**src/rtl/sd_cmd_issuer.sv**
```systemverilog
module sd_cmd_issuer #(
  parameter int CLK_DIV = 4,
  parameter int TO_UNIT = 4096,
  parameter int TO_W    = 16
) (
  input  logic            clk,
  input  logic            rst_n,
  input  logic            start,
  input  logic [5:0]      cmd_index,
  input  logic [31:0]     cmd_arg,
  input  logic            want_resp,
  input  logic            long_resp,
  input  logic            skip_crc,
  input  logic [TO_W-1:0] timeout_units,
  output logic            sd_clk,
  output logic            cmd_out,
  output logic            cmd_oe,
  input  logic            cmd_in,
  output logic            cmd_busy,
  output logic            busy,
  output logic            err_crc,
  output logic            err_end,
  output logic            err_timeout,
  output logic [31:0]     resp0,
  output logic [31:0]     resp1,
  output logic [31:0]     resp2,
  output logic [31:0]     resp3
);
  localparam int DW = (CLK_DIV > 2) ? $clog2(CLK_DIV) : 1;
  localparam int WW = TO_W + $clog2(TO_UNIT) + 1;

  typedef enum logic [2:0] {S_IDLE, S_ARM, S_SEND, S_WAIT, S_RECV} st_t;

  function automatic logic [6:0] crc7(input logic [119:0] d, input int n);
    logic [6:0] c;
    logic fb;
    c = '0;
    for (int i = 119; i >= 0; i--) begin
      if (i >= 120 - n) begin
        fb = d[i] ^ c[6];
        c  = {c[5:0], 1'b0} ^ {3'b000, fb, 2'b00, fb};
      end
    end
    return c;
  endfunction

  st_t             st;
  logic [DW-1:0]   dcnt;
  logic            tick;
  logic [47:0]     tx;
  logic [135:0]    rx;
  logic [135:0]    rx_next;
  logic [7:0]      bcnt;
  logic [WW-1:0]   wcnt, limit_q;
  logic            resp_q, long_q, skip_q, crc_ok;
  logic [39:0]     head;

  assign tick     = (dcnt == DW'(CLK_DIV - 1));
  assign sd_clk   = (dcnt >= DW'(CLK_DIV / 2));
  assign cmd_oe   = (st == S_SEND);
  assign cmd_out  = (st == S_SEND) ? tx[47] : 1'b1;
  assign cmd_busy = (st == S_ARM) || (st == S_SEND);
  assign busy     = (st != S_IDLE);
  assign head     = {2'b01, cmd_index, cmd_arg};
  assign rx_next  = {rx[134:0], cmd_in};
  assign crc_ok   = long_q ? (crc7(rx_next[127:8], 120) == rx_next[7:1])
                           : (crc7({rx_next[47:8], 80'd0}, 40) == rx_next[7:1]);

  always_ff @(posedge clk or negedge rst_n) begin
    if (!rst_n) dcnt <= '0;
    else        dcnt <= tick ? '0 : dcnt + 1'b1;
  end

  always_ff @(posedge clk or negedge rst_n) begin
    if (!rst_n) begin
      st <= S_IDLE; tx <= '0; rx <= '0; bcnt <= '0; wcnt <= '0; limit_q <= '0;
      resp_q <= 1'b0; long_q <= 1'b0; skip_q <= 1'b0;
      err_crc <= 1'b0; err_end <= 1'b0; err_timeout <= 1'b0;
      resp0 <= '0; resp1 <= '0; resp2 <= '0; resp3 <= '0;
    end else begin
      case (st)
        S_IDLE: if (start) begin
          tx          <= {head, crc7({head, 80'd0}, 40), 1'b1};
          resp_q      <= want_resp;
          long_q      <= want_resp & long_resp;
          skip_q      <= skip_crc;
          limit_q     <= WW'(timeout_units) * WW'(TO_UNIT);
          err_crc     <= 1'b0;
          err_end     <= 1'b0;
          err_timeout <= 1'b0;
          st          <= S_ARM;
        end
        S_ARM: if (tick) begin
          bcnt <= 8'd47;
          st   <= S_SEND;
        end
        S_SEND: if (tick) begin
          if (bcnt == 8'd0) begin
            wcnt <= '0;
            st   <= resp_q ? S_WAIT : S_IDLE;
          end else begin
            tx   <= {tx[46:0], 1'b0};
            bcnt <= bcnt - 1'b1;
          end
        end
        S_WAIT: if (tick) begin
          if (!cmd_in) begin
            rx   <= '0;
            bcnt <= long_q ? 8'd134 : 8'd46;
            st   <= S_RECV;
          end else if (wcnt == limit_q - WW'(1)) begin
            err_timeout <= 1'b1;
            st          <= S_IDLE;
          end else begin
            wcnt <= wcnt + 1'b1;
          end
        end
        S_RECV: if (tick) begin
          rx <= rx_next;
          if (bcnt == 8'd0) begin
            err_end <= ~cmd_in;
            err_crc <= ~skip_q & ~crc_ok;
            if (long_q) begin
              resp0 <= rx_next[31:0];
              resp1 <= rx_next[63:32];
              resp2 <= rx_next[95:64];
              resp3 <= rx_next[127:96];
            end else begin
              resp0 <= rx_next[39:8];
            end
            st <= S_IDLE;
          end else begin
            bcnt <= bcnt - 1'b1;
          end
        end
        default: st <= S_IDLE;
      endcase
    end
  end

  assert_busy_needs_start_R3: assert property (@(posedge clk) disable iff (!rst_n)
    $rose(busy) |-> $past(start));

  assert_start_clears_errors_R9: assert property (@(posedge clk) disable iff (!rst_n)
    (start && !busy) |=> (busy && !err_crc && !err_end && !err_timeout));

  assert_errors_sticky_R9: assert property (@(posedge clk) disable iff (!rst_n)
    (!busy && $past(!busy) && !$past(start)) |-> $stable({err_crc, err_end, err_timeout}));

  assert_words_move_at_end_R4: assert property (@(posedge clk) disable iff (!rst_n)
    !$stable({resp1, resp2, resp3}) |-> $fell(busy));

  assert_oe_within_command_R2: assert property (@(posedge clk) disable iff (!rst_n)
    cmd_oe |-> (cmd_busy && busy));

  assert_timeout_alone_R8: assert property (@(posedge clk) disable iff (!rst_n)
    err_timeout |-> (!err_crc && !err_end));
endmodule

```
**config.mk**
```make
export PLATFORM = sky130hd
export DESIGN_NAME = sd_cmd_issuer
export DESIGN_NICKNAME = d
export VERILOG_FILES = /design/src/rtl/sd_cmd_issuer.sv
export SDC_FILE = /design/constraint.sdc
export NUM_CORES = 1
export LEC_CHECK = 0
export CAP_MARGIN = 20
export CORE_AREA = 8 8 205 187
export DETAILED_ROUTE_END_ITERATION = 10
export DIE_AREA = 0 0 213 195
export GPL_TIMING_DRIVEN = 0
export PLACE_DENSITY = 0.8
export SLEW_MARGIN = 25
export SYNTH_ARGS = -nofsm -noshare
export SYNTH_HDL_FRONTEND = slang
export SYNTH_SLANG_ARGS = --single-unit
```
**constraint.sdc**
```tcl
create_clock -name clk -period 7.4 [get_ports clk]
set_input_delay 1.11 -clock clk [delete_from_list [all_inputs] [get_ports clk]]
set_output_delay 1.11 -clock clk [all_outputs]
set_load 0.05 [all_outputs]
```
======== Yosys cells after proc, flatten, opt, wreduce, memory -nomap -nowiden ========
Index checks and enable logic that the tools add are counted.
operators by class
  mux-type cells .......................... 125
  reduce and logical (&&, ||, !) cells .... 21
  equal/unequal tests ..................... 23
  $add $sub $neg .......................... 4
  magnitude comparators ................... 1
  bitwise operators ....................... 397
operator list
  kind                     number
  $xor A7 B4 Y7            193
  $mux W7                  78
  $mux W127                3
  $pmux W127 S2            1
  $xor A1 B1 Y1            190
  $mux W29                 5
  $mux W48                 3
  $pmux W48 S2             1
  $pmux W29 S2             1
  $mux W8                  6
  $mux W32                 1
  $add A29 B1 Y29 const B  1
  $eq A29 B29 Y1           1
  $sub A28 B1 Y29 const B  1
  $mux W3                  9
  $pmux W8 S3              1
  $ne A2 B2 Y1 const B     11
  $reduce_and A4 Y1        4
  $pmux W3 S5              1
  $eq A7 B7 Y1             2
  $reduce_and A6 Y1        2
  $xor A6 B4 Y6            2
  $mux W1                  10
  $reduce_bool A2 Y1       5
  24 further kinds         39
storage, ports and cells
  logic and storage cells ................. 588
  bits in registers ....................... 367

======== Longest topological paths before layout ========
Gate-level depths: netlist of run 1.
  depth after elaboration ................. 242
  gate-level depth with buffers ........... 20
  mapped depth without buffers ............ 18

======== Worst setup path before layout of run 1 ========
Ideal clock, no wire load.
  path type ............................... flip-flop to flip-flop
  start point ............................. register rx[119]
  end point ............................... register err_crc
  stages on the path, launching flop included .. 18
  data arrival time ....................... 5.491 ns
  setup slack ............................. 1.827 ns
  required time ........................... 7.318 ns
  path buffers ............................ 1
  period minus slack after synthesis ...... 5.573 ns
  path through ............................ dfrtp_1 -> buf_4 -> xnor3_2 -> xor2_1 -> xnor3_2 -> xnor3_1 -> xor2_1 -> xor3_2 -> xnor3_2 -> xor2_2 -> xor2_2 -> xnor3_2 -> xnor3_2 -> xor2_2 -> xnor2_1 -> mux2_4 -> a221o_1 -> a31oi_1
between the ends
  word-level cells in the longest chain between the ends .. 149
ends and longest elaborated chain
  what                            RTL line  RTL
  from (decl)                     51        logic [135:0] rx;
  from (signal assigned)          119       rx <= rx_next;
  $xor A1 B1 Y1 (*)               40        fb = d[i] ^ c[6];
  $xor A7 B4 Y7 (*) (4 in a row)  41        c = {c[5:0], 1'b0} ^ {3'b000, fb, 2'b00, fb};
  $xor A1 B1 Y1                   40
  $xor A7 B4 Y7 (*) (4 in a row)  41
  $xor A1 B1 Y1                   40
  $xor A7 B4 Y7 (*) (4 in a row)  41
  $xor A1 B1 Y1                   40
  $xor A7 B4 Y7 (*) (4 in a row)  41
  (+121 left out)                 -
  $xor A7 B4 Y7 (*)               41
  $eq A7 B7 Y1 (*)                66        assign crc_ok = long_q ? (crc7(rx_next[127:8], 120) == rx_next[7:1])
  $mux W1 (*)                     66
  $not A1 Y1 (*)                  122       err_crc <= ~skip_q & ~crc_ok;
  $and A1 B1 Y1 (*)               122
  $mux W1 (*)                     120       if (bcnt == 8'd0) begin
  $mux W1 (*)                     118       S_RECV: if (tick) begin
  $pmux W1 S2 (*)                 81        case (st)
  to (signal assigned)            122
  to (decl)                       21        output logic err_crc,
Every way passes the cells marked *; elsewhere a longest branch is shown, timed or not. The select of a mux whose other input is x is not followed.
A chain may end at the register's enable or synchronous reset.

======== Final worst setup path of run 1 ========
  start point ............................. register rx[123]
  end point ............................... register err_crc
between the ends
  word-level cells in the longest chain between the ends .. 154
ends and longest elaborated chain
  what                            RTL line
  $xor A1 B1 Y1 (*)               40
  $xor A7 B4 Y7 (*) (4 in a row)  41
  $xor A1 B1 Y1                   40
  $xor A7 B4 Y7 (*) (4 in a row)  41
  $xor A1 B1 Y1                   40
  $xor A7 B4 Y7 (*) (4 in a row)  41
  $xor A1 B1 Y1                   40
  $xor A7 B4 Y7 (*) (4 in a row)  41
  (+126 left out)                 -
  $xor A7 B4 Y7 (*)               41
  $eq A7 B7 Y1 (*)                66
  $mux W1 (*)                     66
  $not A1 Y1 (*)                  122
  $and A1 B1 Y1 (*)               122
  $mux W1 (*)                     120
  $mux W1 (*)                     118
  $pmux W1 S2 (*)                 81
Marked as above.

==> results of run 1 <==
-- metrics by stage --
step	setup WS, ns	setup TNS (ns)	hold WS, ns
after CTS	1.32	0	0.467
after floorplan	1.83	0	0.424
after detailed placement	1.40	0	0.459
after global routing	1.00	0	0.497
after global placement	-10.11	-3698.57	0.441
final	1.33	0	0.463
-- final cells by class --
| cell class | instances | area [µm²] |
|---|---|---|
| fill | 2514 | 10900 |
| clock buffer | 60 | 1210 |
| buffer | 108 | 414 |
| tap | 469 | 587 |
| sequential | 367 | 9180 |
| timing repair buffer | 199 | 2070 |
| multi-input combinational | 1212 | 10200 |
| inverter | 21 | 78.8 |
| clock inverter | 9 | 128 |
-- power breakdown --
group | total (µW) | leakage [µW] | switching, µW | internal, µW
clock network | 2010 | 0.000660 | 782 | 1230
registers | 2010 | 0.00507 | 0 | 2010
logic | 359 | 0.00556 | 191 | 168
total | 4370 | 0.0113 | 973 | 3400
-- kinds of logic after synthesis --
family	after synthesis
xor+xnor	429
flops	367
simple gates	308
compound gates	300
mux	169
buf+inv	129
fa+ha+maj	6
-- per-layer routing --
| layer | global-route usage | vias to the layer above |
|---|---|---|
| li1 | - | 6385 |
| met1 | 0.313 | 7014 |
| met2 | 0.376 | 344 |
| met3 | 0.0416 | 84 |
| met4 | 0.0639 | 0 |
| met5 | 0 | - |
-- worst max-delay path, stage by stage (launching register included) --
cell and delay, ns:
dfrtp_1 0.51, xnor3_2 0.53, xor2_1 0.22, xnor3_2 0.50
xnor3_1 0.36, xor2_1 0.27, xor3_2 0.45, xnor3_2 0.46
xor2_2 0.21, xor2_2 0.24, xnor3_2 0.53, xnor3_2 0.43
xor2_2 0.16, xnor2_1 0.31, mux2_4 0.34, a221o_1 0.31
a31oi_1 0.17
-- cell usage in the layout, fill, tap and decap left out, types with 63 or more instances in the layout --
master           synthesis  final
dfrtp_1                367    367
clkbuf_1                83     91
clkdlybuf4s50_1          0    194
nor2_1                  63     63
mux2_2                  97     97
a22o_1                 127    127
xnor2_1                261    261
xor2_1                  87     87
nand2_1                155    155
o21ai_0                109    109
mux2i_1                 71     71
-- state kept, by name, indices dropped and copies added, names as in the netlist, 8 cells and up --
register / cells
bcnt: 8
limit_q: 16
wcnt: 29
resp0: 32
rx: 127
tx: 48
resp1: 32
resp3: 32
resp2: 32
-- path summary, 6_finish.rpt --
kind,to,depth (start not counted),slack (ns)
max,err_crc,16,1.33
min,dcnt[0],1,0.46
max reg2reg,err_crc,16,1.33
min reg2reg,dcnt[0],1,0.46
max in group asynchronous,rx[121],3,5.73
min in group asynchronous,resp1[10],1,0.54
==> metrics.yaml, run 1 <==
yosys:
  synth_edf_count: 0
  synth_top_cells_by_count: "367 x dfrtp_1, 261 x xnor2_1, 155 x nand2_1"
  syn-num-nets: 1775
  ys_seq_area_frac: 0.462
  yosys.area_share.simple: 0.0683
  synth.area.mux_share: 0.0915
  yosysTopAreaCell: "dfrtp_1"
  synth_xor_area_frac: 0.244
  synth_ff_type: "dfrtp_1"
  yosysMostFrequentCell: "dfrtp_1"
  synth_compound_area_frac: 0.105
  ys_top_cells_by_area: "dfrtp_1 46%, xnor2_1 12%, a22o_1 5.6%, mux2_2 5.5%, xnor3_1 4.8%"
  synth_fa_ha_area_frac: 0.00378
  synth.distinct_cells: 59
  syn_inst: 1708
  syn_area_per_cell_um2: 11.6
  ys_seq_elements: 367
  synthArstFlopShare: 1.00
  synth_area_mm2: 0.0199
  synth_top_family_by_area: "XOR/XNOR gates"
  yosys_warnings: 0
  synth_top_area_share: 0.462
clock_network:
  clock_latency_ns: 0.52
  postCtsHoldBufs: 0
  clk_pin_slew_ns: 0.06
  post-cts-setup-buffers: 0
  cts_buffer_depth: 3
  cts_tree: "built"
  cts_resized: 0
  cts_root_buf: "clkbuf_16"
  cts_buffers: 39
  cts-htree-levels: 2
  clock-sinks: 367
routing:
  firstDrtPassIters: 5
  wl_met1_um: 21000
  ant_nets: 0
  wl_met3_um: 2650
  dr.max_layer_used: "met4"
  wl_um: 47800
  via_per_inst: 5.66
  met2WireLength_um: 23000
  vias: 13827
  drc: 0
  wl_per_cell_um: 19.5
  drt_iter0_markers: 1026
floorplan:
  initial_core_util: 0.572
  ios: 197
  die_x_um: 213
  die_h_um: 195
  rows: 65
  core_area_mm2: 0.0347
  fp.dieArea_mm2: 0.0415
sta:
  tightest_slew_ns: 0.909
  period_minus_slack_ns: 6.07
  timing.final.crit_share: 0.821
  max_freq_mhz: 165
  setup_viol: 0
  slew_violations: 0
  grt_setup_unrepaired: "no"
  fin_skew_ns: 0.0153
  finalHoldViolCount: 0
  relSlewSlack: 0.394
setup_path:
  worstSetupEndpointType: "register"
  start_kind: "register"
  crit_required_ns: 7.84
  r2r_start: "rx[123]"
  crit_path_max_fanout: 6
  cp-startpoint: "rx[123]"
  path_class: "register to register"
  worst_ep_arrival_time_ns: 6.52
global_route:
  grt_usage: 0.230
  gr-total-overflow: 0
  grt_antenna_before_repair: 0
  grt_max_degree: 91
  grt_pass1_vias: 14422
  grt_pass1_wl_um: 77600
worst_hold_path:
  hold_path_class: "register to register"
  min_from: "dcnt[0]"
placed_design:
  port_buffers: 195
  place.gp.congestion: 0.873
  dpl_cell_area_mm2: 0.0225
  dp_hpwl_um: 35400
  dp.cells: 2376
cells_and_area:
  finalNonFillerCells: 2445
  area_growth_pct: 20.1
  design_area_mm2: 0.0239
  nets: 2015
  drive_gt1_frac: 0.106
  utilization: 0.687
  antenna_cells: 0
power_and_ir_drop:
  p_per_area_mw_per_mm2: 183
  power.leakage_uw: 0.0113
  peakVddDrop_mv: 0.180
  p_total_uw: 4370
job:
  drv_cap: 0
outcome:
  status: "finished clean"
No activity file was read; power rests on OpenSTA's default activity.
==> run 2, diff against run 1 <==
- clock period: 7.4 -> 6.3 ns (I/O delays scaled with it)
==> run 2 against run 1 <==
Fmax up 0.80%. Design area about the same. Total power up 17%. Die area unchanged. Critical endpoint unchanged. Sequential power up 17%. Combinational power up 17%. Final cell count unchanged. Largest power group unchanged. First-iteration DRC count up 0.39%. Count of clock-buffer cells in the layout unchanged. Critical path depth unchanged. Clock power up 17%.
==> metrics.yaml, run 2 (synthesized netlist as in run 1, its figures left out) <==
routing:
  wl_per_cell_um: 19.6
  ant_nets: 0
  wl_um: 47800
  drt_iter0_markers: 1030
  vias: 13864
  via_per_inst: 5.67
  drc: 0
  firstDrtPassIters: 6
clock_network:
  cts_tree: "built"
  cts_resized: 0
  cts_buffer_depth: 3
  postCtsHoldBufs: 0
  cts_root_buf: "clkbuf_16"
  cts_buffers: 39
  clock_latency_ns: 0.53
  cts-htree-levels: 2
  post-cts-setup-buffers: 0
  clock-sinks: 367
  clk_pin_slew_ns: 0.06
power_and_ir_drop:
  power_switching_share: 0.223
  p_clk_frac: 0.459
  p_per_area_mw_per_mm2: 215
  switching_power_uw: 1140
  power.leakage_uw: 0.0113
  peakVddDrop_mv: 0.211
  combPwrFrac: 0.082
  p_int_uw: 4000
  p_seq_frac: 0.459
sta:
  grt_setup_unrepaired: "no"
  fin_skew_ns: 0.0143
  setup_viol: 0
  slew_violations: 0
  finalHoldViolCount: 0
  timing.final.crit_share: 0.957
  period_minus_slack_ns: 6.03
  tns_ns: 0
  relSlewSlack: 0.395
  tightest_slew_ns: 0.899
  finalWorstSetupSlack_ns: 0.274
  max_freq_mhz: 166
cells_and_area:
  top_regs: "rx (127), tx (48)"
  top_register: "rx"
  largest_reg_flops: 127
  final_common_cell: "dfrtp_1"
  nets: 2015
  final_cell_mix: "367 x dfrtp_1, 260 x xnor2_1, 194 x clkdlybuf4s50_1"
  drive_gt1_frac: 0.106
  area_growth_pct: 20.1
  antenna_cells: 0
setup_path:
  worstSetupEndpointType: "register"
  start_kind: "register"
  critPathSlowestCell: "xnor3_2"
  max_stage_delay_ns: 0.55
  path_class: "register to register"
  crit_path_max_fanout: 6
  cp-startpoint: "rx[121]"
  crit_required_ns: 6.69
  worst_ep_arrival_time_ns: 6.42
  r2r_start: "rx[121]"
  cp.buffers_inverters: 0
  critical-path-top-delay-family: "XOR/XNOR gates"
  cp_cell_sequence: "xnor3_2 -> xnor2_4 -> xnor2_4 -> xnor3_2 -> xor3_2 -> xnor2_2 -> xnor3_2 -> xnor2_4 -> xor2_2 -> xnor3_1 -> xnor3_1 -> nand2_1 -> or3_1 -> a311o_1 -> a2111oi_2 -> a31oi_1"
placed_design:
  port_buffers: 195
  pre_cts_ws_ns: 0.296
  place.gp.congestion: 0.873
  dp_hpwl_um: 35400
floorplan:
  ios: 197
  rows: 65
  core_area_mm2: 0.0347
  initial_core_util: 0.572
  die_h_um: 195
  die_x_um: 213
  fp.dieArea_mm2: 0.0415
worst_hold_path:
  hold_path_class: "primary input to async pin"
global_route:
  grt_antenna_before_repair: 0
  grt_usage: 0.230
  grt_pass1_wl_um: 77600
  grt_max_degree: 91
  grt_pass1_vias: 14422
  gr-total-overflow: 0
outcome:
  status: "finished clean"
job:
  drv_cap: 0
-- run 2: per-layer routing --
metal  track usage  wire, µm  vias up
li1              -         -     6392
met1         0.313     21100     7003
met2         0.376     22800      376
met3        0.0416      2650       93
met4        0.0639      1260        0
met5             0         0        -
-- run 2: cell type report --
type / instances / area [µm²]
Tap cell: 469 / 587
Timing Repair Buffer: 199 / 2070
Inverter: 21 / 78.8
Sequential cell: 367 / 9180
Buffer: 108 / 414
Fill cell: 2512 / 10900
Clock inverter: 9 / 128
Clock buffer: 60 / 1210
Multi-Input combinational cell: 1212 / 10200
-- run 2: power by group through the flow --
stage               Sequential [µW]  Clock, µW  Combinational [µW]
global placement               2400          0                 405
detailed placement             2400          0                 421
floorplan                      2400          0                 280
global route                   2360       2490                 465
CTS                            2360       2400                 426
finish                         2360       2360                 421
-- run 2: final timing paths --
path,endpoint,slack (ns),cells after the start
worst min-delay path,resp1[13],0.38,1
worst max register to register,err_crc,0.27,16
worst max-delay path,err_crc,0.27,16
max in group asynchronous,wcnt[17],4.79,3
worst min register to register,dcnt[0],0.46,1
min in group clk,dcnt[0],0.46,1
-- run 2: per-stage QoR --
stage,power (µW),area [µm²],hold WS (ns),utilization,cells
floorplan,2680,19900,0.424,-,1708
global placement,2810,22400,0.441,0.645,2372
detailed placement,2820,22500,0.459,0.649,2376
CTS,5180,23900,0.397,0.687,2445
global route,5310,23900,0.419,0.687,2445
finish,5140,23900,0.379,0.687,2445
==> run 3, diff against run 2 <==
- HOLD_SLACK_MARGIN: default -> 0.08
==> results of run 3 <==
Same layout as run 2: the final DEF is identical, and so are final timing and power.
